**config.mk**
```make
export PLATFORM = sky130hd
export DESIGN_NAME = blkxfer_seq
export DESIGN_NICKNAME = d
export VERILOG_FILES = /design/src/rtl/blkxfer_pkg.sv /design/src/rtl/blkxfer_popcnt.sv /design/src/rtl/blkxfer_lowbit.sv /design/src/rtl/blkxfer_addr_plan.sv /design/src/rtl/blkxfer_seq.sv
export SDC_FILE = /design/constraint.sdc
export NUM_CORES = 1
export LEC_CHECK = 0
export ABC_AREA = 1
export ABC_CLOCK_PERIOD_IN_PS = 6920
export BUFFER_PORTS_ARGS = -buffer_cell sky130_fd_sc_hd__buf_4
export CAP_MARGIN = 25
export CORE_ASPECT_RATIO = 1.1
export CORE_MARGIN = 2
export CORE_UTILIZATION = 59
export DETAILED_ROUTE_END_ITERATION = 6
export PLACE_DENSITY = 0.86
export SLEW_MARGIN = 5
export SYNTH_ARGS = -nofsm -noshare
export SYNTH_HDL_FRONTEND = slang
export SYNTH_SLANG_ARGS = --single-unit
```
**constraint.sdc**
```tcl
create_clock -name clk -period 6.92 [get_ports clk]
set_clock_uncertainty 0.1 [all_clocks]
set_input_delay 0.346 -clock clk [delete_from_list [all_inputs] [get_ports clk]]
set_output_delay 0.346 -clock clk [all_outputs]
set_load 0.005 [all_outputs]
```
**src/rtl/blkxfer_pkg.sv**
```systemverilog
package blkxfer_pkg;
    typedef enum logic [1:0] {
        ST_IDLE,
        ST_XFER,
        ST_FINISH
    } xfer_state_e;
endpackage

```
**src/rtl/blkxfer_popcnt.sv**
```systemverilog
module blkxfer_popcnt #(
    parameter int N  = 16,
    parameter int CW = $clog2(N + 1)
) (
    input  logic [N-1:0]  bits_in,
    output logic [CW-1:0] count
);
    always_comb begin
        count = '0;
        for (int i = 0; i < N; i++) begin
            count = count + CW'(bits_in[i]);
        end
    end
endmodule

```
**src/rtl/blkxfer_lowbit.sv**
```systemverilog
module blkxfer_lowbit #(
    parameter int N  = 16,
    parameter int IW = $clog2(N)
) (
    input  logic [N-1:0]  vec,
    output logic [IW-1:0] idx
);
    // lowest set bit wins; scan from the top so the last hit is the lowest
    always_comb begin
        idx = '0;
        for (int i = N - 1; i >= 0; i--) begin
            if (vec[i]) idx = IW'(i);
        end
    end
endmodule

```
**src/rtl/blkxfer_addr_plan.sv**
```systemverilog
module blkxfer_addr_plan #(
    parameter int AW         = 32,
    parameter int CW         = 5,
    parameter int WORD_BYTES = 4
) (
    input  logic [AW-1:0] base,
    input  logic [CW-1:0] count,
    input  logic          dec_mode,
    output logic [AW-1:0] first_addr,
    output logic [AW-1:0] end_addr,
    output logic [AW-1:0] wb_addr
);
    localparam logic [AW-1:0] STEP = AW'(WORD_BYTES);

    logic [AW-1:0] span;

    always_comb begin
        span = AW'(count) * STEP;
        if (dec_mode) begin
            first_addr = base - span + STEP;
            end_addr   = base;
            wb_addr    = base - span;
        end else begin
            first_addr = base;
            end_addr   = base + span - STEP;
            wb_addr    = base + span;
        end
    end
endmodule

```
**src/rtl/blkxfer_seq.sv**
```systemverilog
module blkxfer_seq
    import blkxfer_pkg::*;
#(
    parameter int AW         = 32,
    parameter int DW         = 32,
    parameter int NREGS      = 16,
    parameter int WORD_BYTES = 4
) (
    input  logic                     clk,
    input  logic                     rst_n,
    input  logic                     start,
    input  logic [AW-1:0]            base_addr,
    input  logic [NREGS-1:0]         reg_mask,
    input  logic                     is_load,
    input  logic                     dec_mode,
    input  logic                     wb_en,
    input  logic                     cond_ok,
    input  logic [DW-1:0]            st_data,
    input  logic                     mem_ready,
    input  logic [DW-1:0]            mem_rdata,
    output logic                     busy,
    output logic                     done,
    output logic                     mem_req,
    output logic                     mem_we,
    output logic [AW-1:0]            mem_addr,
    output logic [DW-1:0]            mem_wdata,
    output logic [$clog2(NREGS)-1:0] xfer_idx,
    output logic                     ld_we,
    output logic [DW-1:0]            ld_data,
    output logic                     pc_load,
    output logic [DW-1:0]            pc_value,
    output logic                     wb_valid,
    output logic [AW-1:0]            wb_value,
    output logic                     data_abort
);
    localparam int              IW     = $clog2(NREGS);
    localparam int              CW     = $clog2(NREGS + 1);
    localparam logic [IW-1:0]   PC_IDX = IW'(NREGS - 1);
    localparam logic [AW-1:0]   STEP   = AW'(WORD_BYTES);

    xfer_state_e state_q, state_d;

    logic [NREGS-1:0] pend_q, pend_next;
    logic [AW-1:0]    cur_addr_q, end_q, wb_q, last_q;
    logic             ld_q, wb_go_q, moved_q;
    logic [IW-1:0]    cur_idx;
    logic [CW-1:0]    sel_count;
    logic [AW-1:0]    plan_first, plan_end, plan_wb;
    logic             hs;

    blkxfer_popcnt #(.N(NREGS), .CW(CW)) u_cnt (
        .bits_in (reg_mask),
        .count   (sel_count)
    );

    blkxfer_addr_plan #(.AW(AW), .CW(CW), .WORD_BYTES(WORD_BYTES)) u_plan (
        .base       (base_addr),
        .count      (sel_count),
        .dec_mode   (dec_mode),
        .first_addr (plan_first),
        .end_addr   (plan_end),
        .wb_addr    (plan_wb)
    );

    blkxfer_lowbit #(.N(NREGS), .IW(IW)) u_pick (
        .vec (pend_q),
        .idx (cur_idx)
    );

    assign hs        = (state_q == ST_XFER) && mem_ready;
    assign pend_next = pend_q & ~(NREGS'(1) << cur_idx);

    // next-state logic
    always_comb begin
        state_d = state_q;
        unique case (state_q)
            ST_IDLE: begin
                if (start) begin
                    if (!cond_ok || reg_mask == '0) state_d = ST_FINISH;
                    else                            state_d = ST_XFER;
                end
            end
            ST_XFER: begin
                if (mem_ready && pend_next == '0) state_d = ST_FINISH;
            end
            ST_FINISH: state_d = ST_IDLE;
            default:   state_d = ST_IDLE;
        endcase
    end

    // state register
    always_ff @(posedge clk or negedge rst_n) begin
        if (!rst_n) state_q <= ST_IDLE;
        else        state_q <= state_d;
    end

    // transfer context
    always_ff @(posedge clk or negedge rst_n) begin
        if (!rst_n) begin
            pend_q     <= '0;
            cur_addr_q <= '0;
            end_q      <= '0;
            wb_q       <= '0;
            last_q     <= '0;
            ld_q       <= 1'b0;
            wb_go_q    <= 1'b0;
            moved_q    <= 1'b0;
        end else if (state_q == ST_IDLE && start) begin
            pend_q     <= cond_ok ? reg_mask : '0;
            cur_addr_q <= plan_first;
            end_q      <= plan_end;
            wb_q       <= plan_wb;
            last_q     <= plan_first;
            ld_q       <= is_load;
            wb_go_q    <= wb_en && cond_ok;
            moved_q    <= cond_ok && (reg_mask != '0);
        end else if (hs) begin
            pend_q     <= pend_next;
            cur_addr_q <= cur_addr_q + STEP;
            if (pend_next == '0) last_q <= cur_addr_q;
        end
    end

    // outputs
    always_comb begin
        busy       = (state_q != ST_IDLE);
        done       = (state_q == ST_FINISH);
        mem_req    = (state_q == ST_XFER);
        mem_we     = mem_req && !ld_q;
        mem_addr   = cur_addr_q;
        mem_wdata  = st_data;
        xfer_idx   = cur_idx;
        ld_we      = hs && ld_q && (cur_idx != PC_IDX);
        pc_load    = hs && ld_q && (cur_idx == PC_IDX);
        ld_data    = mem_rdata;
        pc_value   = mem_rdata & ~DW'(1);
        wb_valid   = done && wb_go_q;
        wb_value   = wb_q;
        data_abort = done && moved_q && (last_q != end_q);
    end

    assert_req_hold_R12: assert property (@(posedge clk) disable iff (!rst_n)
        mem_req && !mem_ready |=> mem_req && $stable(mem_addr) && $stable(xfer_idx));

    assert_step_up_R1: assert property (@(posedge clk) disable iff (!rst_n)
        mem_req && mem_ready |=> !mem_req ||
            (mem_addr == $past(mem_addr) + STEP && xfer_idx > $past(xfer_idx)));

    assert_wb_in_done_R4: assert property (@(posedge clk) disable iff (!rst_n)
        wb_valid |-> done);

    assert_release_R11: assert property (@(posedge clk) disable iff (!rst_n)
        done |=> !busy);

    assert_skip_R9: assert property (@(posedge clk) disable iff (!rst_n)
        start && !busy && !cond_ok |=> done && !mem_req && !wb_valid);

    assert_pc_route_R5: assert property (@(posedge clk) disable iff (!rst_n)
        pc_load |-> !ld_we && mem_req);
endmodule

```
# [Word level (Yosys, flattened, before mapping)]
# Index checks and enable logic that the tools add are counted.
# Widths: inputs -> output; s select.
[totals] register_bits=149 latch_bits=0 ram_bits=0 romBits=0 n_memories=0
[op_classes] addsub=20 mul=0 n_div=0 order_cmp=0 n_eq_ne=7 n_shift=1 muxes=31 bitwise=2 reduce_logical=24
[ops] operator="$mux 32" count=8
[ops] operator="$add 5x1->5" count=14
[ops] operator="$add 32x3->32 const B" count=2
[ops] operator="$mux 4" count=16
[ops] operator="$mux 16" count=3
[ops] operator="$add 32x7->32" count=1
[ops] operator="$logic_not 16->1" count=2
[ops] operator="$ne 32x32->1" count=1
[ops] operator="$sub 32x3->32 const B" count=1
[ops] operator="$sub 32x7->32" count=1
[ops] operator="$and 16x16->16" count=1
[ops] operator="$not 16->16" count=1
[ops] operator="$reduce_bool 16->1" count=1
[ops] operator="$shl 1x4->16 const A" count=1
[ops] operator="$logic_and 1x1->1" count=12
[ops] operator="$mux 2" count=3
[ops] operator="$reduce_bool 2->1" count=3
[ops] operator="$eq 4x4->1 const B" count=1
[ops] operator="$ne 4x4->1 const B" count=1
[ops] operator="$pmux 2 s2" count=1
[ops] operator="$reduce_and 2->1" count=2
[ops] operator="$add 1x1->2" count=1
[ops] operator="$eq 2x1->1 const B" count=1
[ops] operator="$eq 2x2->1 const B" count=1
[ops] operator="other kinds (5)" count=6

# [Logic depth before layout (Yosys ltp)]
[depth] ltp_word=23 depth_mapped=41 depth_no_buf=40

# [Modules after synthesis]
# From an unflattened synthesis, not the netlist that was laid out.
[unflattened] hier_cells=2306 area_unflattened_um2=14306.2
[modules_own_cells] module="blkxfer_seq" instances=1 cells_each=1140 area_per_inst_um2=8684.6 seq_area_each_um2=3728.6
[modules_own_cells] module="blkxfer_addr_plan" instances=1 cells_each=1064 area_per_inst_um2=4979.8 seq_area_each_um2=0.0
[modules_own_cells] module="blkxfer_popcnt" instances=1 cells_each=56 area_per_inst_um2=429.2 seq_area_each_um2=0.0
[modules_own_cells] module="blkxfer_lowbit" instances=1 cells_each=46 area_per_inst_um2=212.7 seq_area_each_um2=0.0

# [Worst setup path after synthesis]
# No wires, ideal clock.
[synth_timing] path_kind="in2reg" from="in reg_mask[0]" to="reg last_q[19]" setup_ps=117 arrival_time_ps=5922 required_time_ps=6703 setup_slack_ps=781 cell_stages=32 n_path_buf=1 path_cell_list="inv_1 > ha_1 > inv_1 > fa_1 > fa_1 > fa_1 > fa_1 > fa_1 > fa_1 > nor2_1 > inv_1 > nand2_1 > inv_1 > ha_1 > buf_4 > inv_4 > a21oi_4 > nand2_2 > a21oi_4 > nand2_1 > xor2_1 > nand2_1 > nor2_2 > nand4_2 > nor2_2 > nand2_1 > o21ai_1 > o21ai_1 > nand2_1 > nand2_1 > nand3_1 > nand2_1"
[synth_between] elab_chain_len=19
[synth_lines] item="start: declaration" line="blkxfer_seq.sv:13" text="input logic [NREGS-1:0] reg_mask,"
[synth_lines] item="$add 1x1->2" line="blkxfer_popcnt.sv:11" text="count = count + CW'(bits_in[i]);"
[synth_lines] item="$add 5x1->5 (14 in a row)" line="blkxfer_popcnt.sv:11"
[synth_lines] item="$sub 32x7->32" line="blkxfer_addr_plan.sv:20" text="first_addr = base - span + STEP;"
[synth_lines] item="$add 32x3->32" line="blkxfer_addr_plan.sv:20"
[synth_lines] item="$mux 32" line="blkxfer_addr_plan.sv:19" text="if (dec_mode) begin"
[synth_lines] item="$mux 32" line="blkxfer_seq.sv:108" text="end else if (state_q == ST_IDLE && start) begin"
[synth_lines] item="end signal: assignment" line="blkxfer_seq.sv:113" text="last_q <= plan_first;"
[synth_lines] item="end signal: assignment" line="blkxfer_seq.sv:120" text="if (pend_next == '0) last_q <= cur_addr_q;"
[synth_lines] item="end: declaration" line="blkxfer_seq.sv:44" text="logic [AW-1:0] cur_addr_q, end_q, wb_q, last_q;"
# No other way between the ends.
# A chain may end at the register's enable or synchronous reset.

# [Final worst setup path]
[layout_timing] from="in reg_mask[0]" to="reg last_q[12]"
# The elaborated chain is that of the path after synthesis.

==> impl_metrics.json <==
{
  "start_util_pct": 59.9,
  "routed_wl_mm": 55.7,
  "cts_sinks": 147,
  "max_freq_mhz": 152,
  "die_x_um": 146,
  "gr-usage-all-layers_pct": 47.0,
  "cp_common_cell": "fa_1",
  "drc_errors": 6,
  "diodes": 0,
  "synthFlopType": "dfrtp_1",
  "clk_latency_ns": 0.45,
  "die_h_um": 161,
  "p_switching_mw": 3.28,
  "power_mw": 6.55,
  "gr-usage-met2_pct": 71.2,
  "p_comb_share_pct": 59.0,
  "cp_max_fo": 5,
  "vdd_drop_max_uv": 358,
  "finish.utilization_pct": 69.3,
  "arrival_ns": 6.88,
  "vias": 15200,
  "yosysTopAreaCell": "dfrtp_1",
  "drtIter0Drc": 2396,
  "root_buffer": "clkbuf_16",
  "crit_path_max_incr_delay_ns": 0.56,
  "internal_power_mw": 3.27,
  "synthTopCellsByArea": "dfrtp_1 (28%), nand2_1 (14%), nor2_1 (6.5%)",
  "fin_crit_ns": 6.60,
  "final_cells": 2426,
  "setup_viol": 0,
  "ys_ff_latch": 147,
  "powerDensity_mw_per_mm2": 431,
  "ant_nets": 0,
  "yosysSeqAreaShare_pct": 28.0,
  "grtUsageMet3_pct": 13.6,
  "period_share_pct": 95.3,
  "std_cell_rows": 57,
  "synthArstFlopShare_pct": 100,
  "wl_per_cell_um": 23.0,
  "cp_slowest_cell": "fa_1",
  "synth_cells": 2004,
  "area_delta_synth_final_pct": 15.7,
  "seqPwrFrac_pct": 26.1,
  "clk_pin_slew_ns": 0.08,
  "cts_made_buffers": 17,
  "viasPerCell": 6.26,
  "r2r_cells": 14,
  "worstMarginPinSlew_ns": 1.06,
  "grt_antenna_before_repair": 0,
  "synth_area_sq_mm": 0.0132,
  "end_kind": "register",
  "fin_nets": 2271,
  "die_area_sq_mm": 0.0235,
  "h-tree-depth": 4,
  "synth_edf_count": 0,
  "rsz0062_at_grt": "no",
  "drtPass1Iterations": 7,
  "min_delay_path_depth": 3,
  "cts_tree": "done",
  "tns_ns": 0,
  "crit_cells": 32,
  "grtUsageMet1_pct": 57.9,
  "grt_max_degree": 87,
  "place.port_buffers": 131,
  "gp_congestion": 1.09,
  "busiest_layer": "met2",
  "path_class": "input port to register",
  "hold_path_class": "input port to register",
  "synth.distinct_cells": 61,
  "placed_cell_area_sq_mm": 0.0145,
  "startpoint_type": "input port",
  "io_pins": 292,
  "violations": "design-rule violations",
  "leakage_nw": 7.63,
  "status": "finished with violations",
  "grt_overflow_total": 0,
  "hpwl_mm": 41.7,
  "critPathBufInv": 7,
  "cts_buffer_depth": 2,
  "drive_above_1_share_pct": 17.6,
  "swShare_pct": 50.0,
  "crit_required_ns": 7.20,
  "synth.top_cell.area_share_pct": 28.0,
  "ys_warn_count": 0,
  "grt_pass1_vias": 14400,
  "max_slew_margin_pct": 28.9,
  "finalHoldViolations": 0,
  "synth.most_common_cell": "nand2_1",
  "crit_family": "adder cells",
  "grt_first_pass_wirelength_mm": 83.9,
  "max_cap_viol_count": 0,
  "synth.cells.most_frequent": "nand2_1 (492), nor2_1 (228), inv_1 (222)",
  "final_area_sq_mm": 0.0152,
  "cts_setup_buffers": 0,
  "drv_slew": 0,
  "dp_cells": 2391,
  "coreArea_sq_mm": 0.0220,
  "p_clk_share_pct": 14.9,
  "syn_avg_cell_area_sq_um": 6.56,
  "synth_nets": 2157
}
==> cell families (layout without fill, tap and decap cells) <==
logic type	after synthesis	count (layout)	synth area share [%]
flip-flops	147	147	28.0
adder cells (fa/ha/maj)	33	33	3.82
buffers and inverters	415	542	14.9
AND/OR/NAND/NOR	1035	1035	34.1
other	1	1	0.0285
AO/OA/AOI/OAI	291	291	13.4
XOR/XNOR	82	82	5.77
==> worst register-to-register path, cell delays in order, from the launching register on <==
cell and delay, ns:
dfrtp_1 0.42, inv_1 0.09, nor3_1 0.35, inv_1 0.13, nor3_1 0.25, nand2_1 0.15, inv_1 0.12, nand2_1 0.14
inv_1 0.16, nand4_1 0.22, nor4_1 0.64, o21ai_0 0.28, a21oi_1 0.23, nor2_1 0.06, a22oi_1 0.24
==> cells in the final DEF (no fill, tap or decap), types with 18 or more instances in the layout <==
cell,n
xnor2_1,27
nand3_1,149
o21ai_1,20
xor2_1,48
a21oi_1,42
o211ai_1,18
ha_1,21
a22oi_1,18
a31oi_1,27
o21ai_0,110
nor2_1,227
inv_1,221
dfrtp_1,147
nand2_1,490
nor3_1,46
buf_4,271
nand4_1,58
==> sequential cells by signal (all words and copies together) (netlist names) <==
register  flops
end_q        32
last_q       32
mem_addr     32
wb_value     30
pend_q       16
state_q       2
ld_q          1
moved_q       1
wb_go_q       1
==> power groups by stage <==
stage	registers, mW	logic (mW)	clock network, mW
CTS	1.68	3.71	0.964
floorplan	1.57	2.23	0
finish	1.71	3.86	0.973
global route	1.74	4.16	1.01
global placement	1.66	3.51	0
detailed placement	1.68	3.63	0
==> per-stage QoR <==
| stage | setup WS [ns] | hold WS, ns |
|---|---|---|
| 3_5_place_dp | -0.000802 | 0.355 |
| 2_1_floorplan | 0.781 | -0.0496 |
| 5_1_grt | 0.00366 | 0.0378 |
| 6_report | 0.322 | 0.0195 |
| 3_3_place_gp | 0.0601 | 0.344 |
| 4_1_cts | 0.402 | 0.0260 |
==> what timing repair did <==
action / CTS / global route
endpoints found under the hold margin: 85 / 0
resized for setup: 0 / 7
hold buffers: 1 / 0
setup endpoints to repair: 0 / 4
==> metal layers <==
metal | wire length (um) | vias up
met5 | 0 | -
met4 | 4780 | 0
met3 | 6850 | 348
met2 | 24200 | 1201
met1 | 19900 | 6958
li1 | - | 6676
==> path summary, 6_finish.rpt <==
| kind | slack, ns | end | from |
|---|---|---|---|
| setup / recovery | 0.32 | last_q[12]$_DFFE_PN0P_ | reg_mask[0] |
| hold / removal | 0.02 | ld_q$_DFFE_PN0P_ | is_load |
| setup reg to reg | 3.23 | mem_addr[29]$_DFFE_PN0P_ | mem_addr[3]$_DFFE_PN0P_ |
| hold reg to reg | 0.39 | wb_value[26]$_DFFE_PN0P_ | wb_value[26]$_DFFE_PN0P_ |
| max in group asynchronous | 4.90 | end_q[2]$_DFFE_PN0P_ | rst_n |
| min in group asynchronous | 0.45 | end_q[10]$_DFFE_PN0P_ | rst_n |
==> final cells by class <==
type,instances,area [sq um]
Clock buffer,17,425
Clock inverter,15,201
Fill cell,1813,6750
Inverter,234,883
Multi-Input combinational cell,1442,7570
Sequential cell,147,3680
Tap cell,295,369
Timing Repair Buffer,276,2090
Note: power is estimated with default switching activity, not from simulation.
